## src/rtl/nib_frac_div.sv

```systemverilog
module nib_frac_div #(
  parameter int SEGS  = 8,
  parameter int NIB_W = 4
) (
  input  logic                  clk,
  input  logic                  rst_n,
  input  logic                  en,
  input  logic [SEGS*NIB_W-1:0] factor,
  output logic                  clk_out
);
  localparam int FW = SEGS * NIB_W;
  localparam int IW = (SEGS > 1) ? $clog2(SEGS) : 1;

  logic [FW-1:0]    act;
  logic [IW-1:0]    idx;
  logic [NIB_W-1:0] cnt;
  logic             out_q;
  logic [NIB_W-1:0] nib, seg_len;
  logic             seg_end, last_seg;

  assign nib      = act[int'(idx)*NIB_W +: NIB_W];
  assign seg_len  = (nib == '0) ? NIB_W'(1) : nib;
  assign seg_end  = (cnt == seg_len - NIB_W'(1));
  assign last_seg = (idx == IW'(SEGS-1));
  assign clk_out  = out_q;

  always_ff @(posedge clk or negedge rst_n) begin
    if (!rst_n) begin
      act   <= '0;
      idx   <= '0;
      cnt   <= '0;
      out_q <= 1'b0;
    end else if (!en) begin
      act   <= factor;
      idx   <= '0;
      cnt   <= '0;
      out_q <= 1'b0;
    end else if (seg_end) begin
      cnt   <= '0;
      out_q <= ~out_q;
      if (last_seg) begin
        idx <= '0;
        act <= factor;
      end else begin
        idx <= idx + IW'(1);
      end
    end else begin
      cnt <= cnt + NIB_W'(1);
    end
  end


  off_low_chk: assert property (@(posedge clk) disable iff (!rst_n)
    !en |=> !clk_out);


  toggle_at_seg_start_chk: assert property (@(posedge clk) disable iff (!rst_n)
    (en && $past(en) && (clk_out != $past(clk_out))) |-> (cnt == '0));


  idx_step_chk: assert property (@(posedge clk) disable iff (!rst_n)
    (en && $past(en) && (clk_out != $past(clk_out))) |->
      (idx == (($past(idx) == IW'(SEGS-1)) ? IW'(0) : $past(idx) + IW'(1))));


  factor_hold_chk: assert property (@(posedge clk) disable iff (!rst_n)
    (en && $past(en) && (idx != '0)) |-> $stable(act));


  cnt_bound_chk: assert property (@(posedge clk) disable iff (!rst_n)
    en |-> (cnt < seg_len));
endmodule

```

## config.mk

```make
export PLATFORM = sky130hd
export DESIGN_NAME = nib_frac_div
export DESIGN_NICKNAME = d
export VERILOG_FILES = /design/src/rtl/nib_frac_div.sv
export SDC_FILE = /design/constraint.sdc
export NUM_CORES = 1
export LEC_CHECK = 0
export ABC_AREA = 1
export CAP_MARGIN = 15
export CORE_UTILIZATION = 25
export DETAILED_ROUTE_END_ITERATION = 10
export GPL_TIMING_DRIVEN = 0
export HOLD_SLACK_MARGIN = 0.15
export MAX_ROUTING_LAYER = met4
export PLACE_DENSITY_LB_ADDON = 0.08
export SYNTH_ARGS = -nofsm -noshare
export SYNTH_HDL_FRONTEND = slang
export SYNTH_SLANG_ARGS = --single-unit
```

## constraint.sdc

```tcl
create_clock -name clk -period 3.3 [get_ports clk]
set_input_delay 0.825 -clock clk [delete_from_list [all_inputs] [get_ports clk]]
set_output_delay 0.825 -clock clk [all_outputs]
set_load 0.02 [all_outputs]
```

==> impl_results.md <==
* Result of the run: complete, no violations
* Pin count of the biggest net entering global routing at 22
* Number of diodes at 0
* Starting utilization of the core area at 0.261
* Worst-Skew Late Latency at 0.30 ns
* Antenna violations before repair at 0
* Number of search-and-repair iterations in the first detailed-routing pass at 4
* Ratio of final minimum period to clock period at 0.861
* Routed via count divided by cell count at 4.33
* H-tree depth at 2
* Capturing point of the worst reg2reg path: act[3]
* Static Leak at 1.62 nW
* Fraction of layout instances using a drive strength above 1 at 0.262
* Post-Synth XOR/XNOR Area at 0.0129
* Final setup TNS at 0 ns
* I/O pin count at 36
* Worst hold-check path type: in2async
* Yosys top cell by area: dfrtp_1
* Most frequent cells in the layout: 88 x nand2_1, 52 x nand3_1, 43 x nand3_2, 40 x dfrtp_1, 36 x inv_1
* Final design area excluding fillers at 3340 µm²
* Instance area at placement at roughly 3300 µm²
* Yosys synthesis warning count at 0
* RSZ-0062 raised after global routing: no
* Global-route wire length before repair at 11600 µm
* Cells on worst reg2reg path at 18
* Syn Inst Count at 320
* Mean cell area of the mapped netlist at 8.50 µm²
* Global routing's busiest layer: met2
* Post-synthesis mux area share at 0
* Compound-cell area share of the yosys netlist at 0.0156
* Clock sink count at 40
* Adder and majority gate portion of the synthesized area at 0.0184
* Met3 Usage GRT at 0.0227
* Total Wirelength at 6710 µm
* Actual transition at the worst max-transition pin at 0.542 ns
* Fraction of synthesized cell area taken by the top area cell type at 0.368
* HPWL reported at the end of detailed placement at 5050 µm
* Die H at 106 µm
* Power spent charging and discharging nets at 1.31 mW
* Power Density at 836 nW/µm²
* Clock buffer count from CTS at 5
* Source of the worst register-to-register timing path: idx[0]
* Setup crit start kind: flop
* Number of distinct standard cells referenced by the synthesized netlist at 27
* Critical path data required time at 3.50 ns
* Placer Congestion at about 0.76
* Count of state elements after synthesis at 40
* Standard-cell rows at 37
* Setup Fix Bufs, Post-CTS at 0
* Clock group share of total power at 0.117
* Final nets at about 400
* Buffer type at the clock tree root: clkbuf_8
* Sequential share of power at 0.267
* Combinational family with the most area after synthesis: simple AND/OR/NAND/NOR gates
* Total of hold buffers inserted after clock tree synthesis at 0
* Capturing element type of the critical path: flop
* Post-Synthesis Cell Area at between 2000 and 3000 µm²
* Die span in x at 106 µm
* Area of the core at 10400 µm²
* DRC violations left at 0
* Met1 Track Usage GR at 0.179
* Switching power share of the total at 0.467
* Final count of pins violating max slew at 0
* Worst IR drop on VDD at 0.000287 V
* Largest fanout on the critical path at 10
* Internal power of the cells at 1.49 mW
* Worst-case register-to-register setup slack at 0.46 ns
* Wirelength per Cell at between 10 and 15 µm
* Most common cell after layout, fill and taps aside: nand2_1
* Clock transition at the registers of the reported paths at roughly 0.090 ns
* Vias in the first global route at 2280
* Post-layout min period at 2.84 ns
* Number of violations of the max-capacitance limit at 0
* Starting DRT DRC Count at 46
* GR met2 Demand/Resource at 0.219
* Relative contribution of combinational cells to total power at 0.616
* Clock tree from TritonCTS: built
* Arrival time at the worst endpoint at just over 3 ns
* Sum of internal, switching and leakage power at 2.79 mW
* Basic-gate share of the synthesized area counting and, or, nand and nor cells at 0.448
* Longest Clk Path Bufs at 2
* I/O Buffers at 35
* Residual overflow from global routing at 0
* Net Count, Synth at 359
* Final-layout worst hold slack at 0.505 ns
* Critical setup path kind: reg2reg
* Global routing usage summed across all routing layers at 0.136
* Hold violation count in the final report at 0
* Achievable Freq at about 350 MHz
* Part of the Yosys area used for sequential elements at 0.368
* Setup-violating endpoint count in the final report at 0
* Layout Area Growth over Synthesis at 23.0%
* Worst-case headroom to the max-slew limit at 0.639
* Overall via count from detail_route at 2160
* Post-route antenna net violation count at 0
* Top area cells in the synthesized netlist: dfrtp_1 37%, nand3_2 16%, nand2_1 12%
* Full die area at 11300 µm²
* Post-CTS resize count at 0
* Worst clock skew at 0.0103 ns
state kept, by name, summed over array words and instances (netlist names):
register,flops
act,32
clk_out,1
cnt,4
idx,3
through the flow:
step                worst slack, ns   util  instances
floorplan                     0.837      -        320
global placement              0.206  0.311        491
detailed placement            0.425  0.313        492
CTS                           0.406  0.321        499
global route                  0.213  0.321        499
finish                        0.459  0.321        499
synthesized netlist by cell type:
cell type      number
inv_8               1
buf_8               1
buf_6               4
nand3_1            52
clkbuf_4            1
buf_12              4
nand3_4             1
nand2_8             1
dlygate4sd1_1       2
xor2_1              1
or2_4               1
nor2_1              8
nand2_1            88
inv_1              36
buf_4               6
a21oi_4             1
nand2_4             1
nand3_2            43
buf_2               2
inv_4               1
or2_2               1
nand4_4             1
o21ai_2             3
xnor2_1             3
nand2_2            13
dfrtp_1            40
ha_1                4
kinds of logic after synthesis:
kind of cell	Yosys count
xor gates and xnor gates	4
DFF	40
buffers and inverters	58
and+or+nand+nor	210
adders and majority gates	4
AOI/OAI and AO/OA	4
how the worst max path moves through the flow:
stage                     slack, ns   start  cells past startpoint       to
after detailed placement       0.43  idx[0]                     18   act[2]
after global placement         0.21   rst_n                      1   act[7]
final                          0.46  idx[0]                     18   act[3]
after global routing           0.21  idx[0]                     18   act[6]
after CTS                      0.41  idx[0]                     18   act[2]
after floorplan                0.84  idx[0]                     18  act[14]
layer usage:
| layer | part of all wire | up-vias |
|---|---|---|
| met5 | 0 | - |
| met4 | 0.0080 | 0 |
| met3 | 0.029 | 5 |
| met2 | 0.46 | 32 |
| met1 | 0.50 | 1018 |
| li1 | - | 1105 |
worst max-delay path, cell delays in order, from the launching register on:
cell and delay (ns):
dfrtp_1 0.40, buf_6 0.16, inv_8 0.09, buf_12 0.15, nand2_1 0.06, nand3_1 0.10, nand3_1 0.08, nand2_1 0.07
nand2_1 0.07, o21ai_2 0.13, inv_1 0.06, ha_1 0.20, xnor2_1 0.14, or2_4 0.26, a21oi_4 0.19, nand4_4 0.18
buf_2 0.24, nand3_1 0.09, nand2_1 0.06
power by group through the flow:
stage	Combinational, mW	Sequential (mW)	Clock [mW]
floorplan	1.39	0.738	0
global placement	1.73	0.756	0
detailed placement	1.75	0.757	0
CTS	1.76	0.747	0.340
global route	1.95	0.771	0.361
finish	1.72	0.746	0.328
final cells by class:
type / count / area (µm²)
Buffer: 20 / 220
Clock buffer: 5 / 68.8
Clock inverter: 2 / 12.5
Fill cell: 1144 / 7070
Inverter: 38 / 153
Multi-Input combinational cell: 222 / 1350
Sequential cell: 40 / 1000
Tap cell: 136 / 170
Timing Repair Buffer: 36 / 373
No activity file was read; power rests on OpenSTA's default activity.
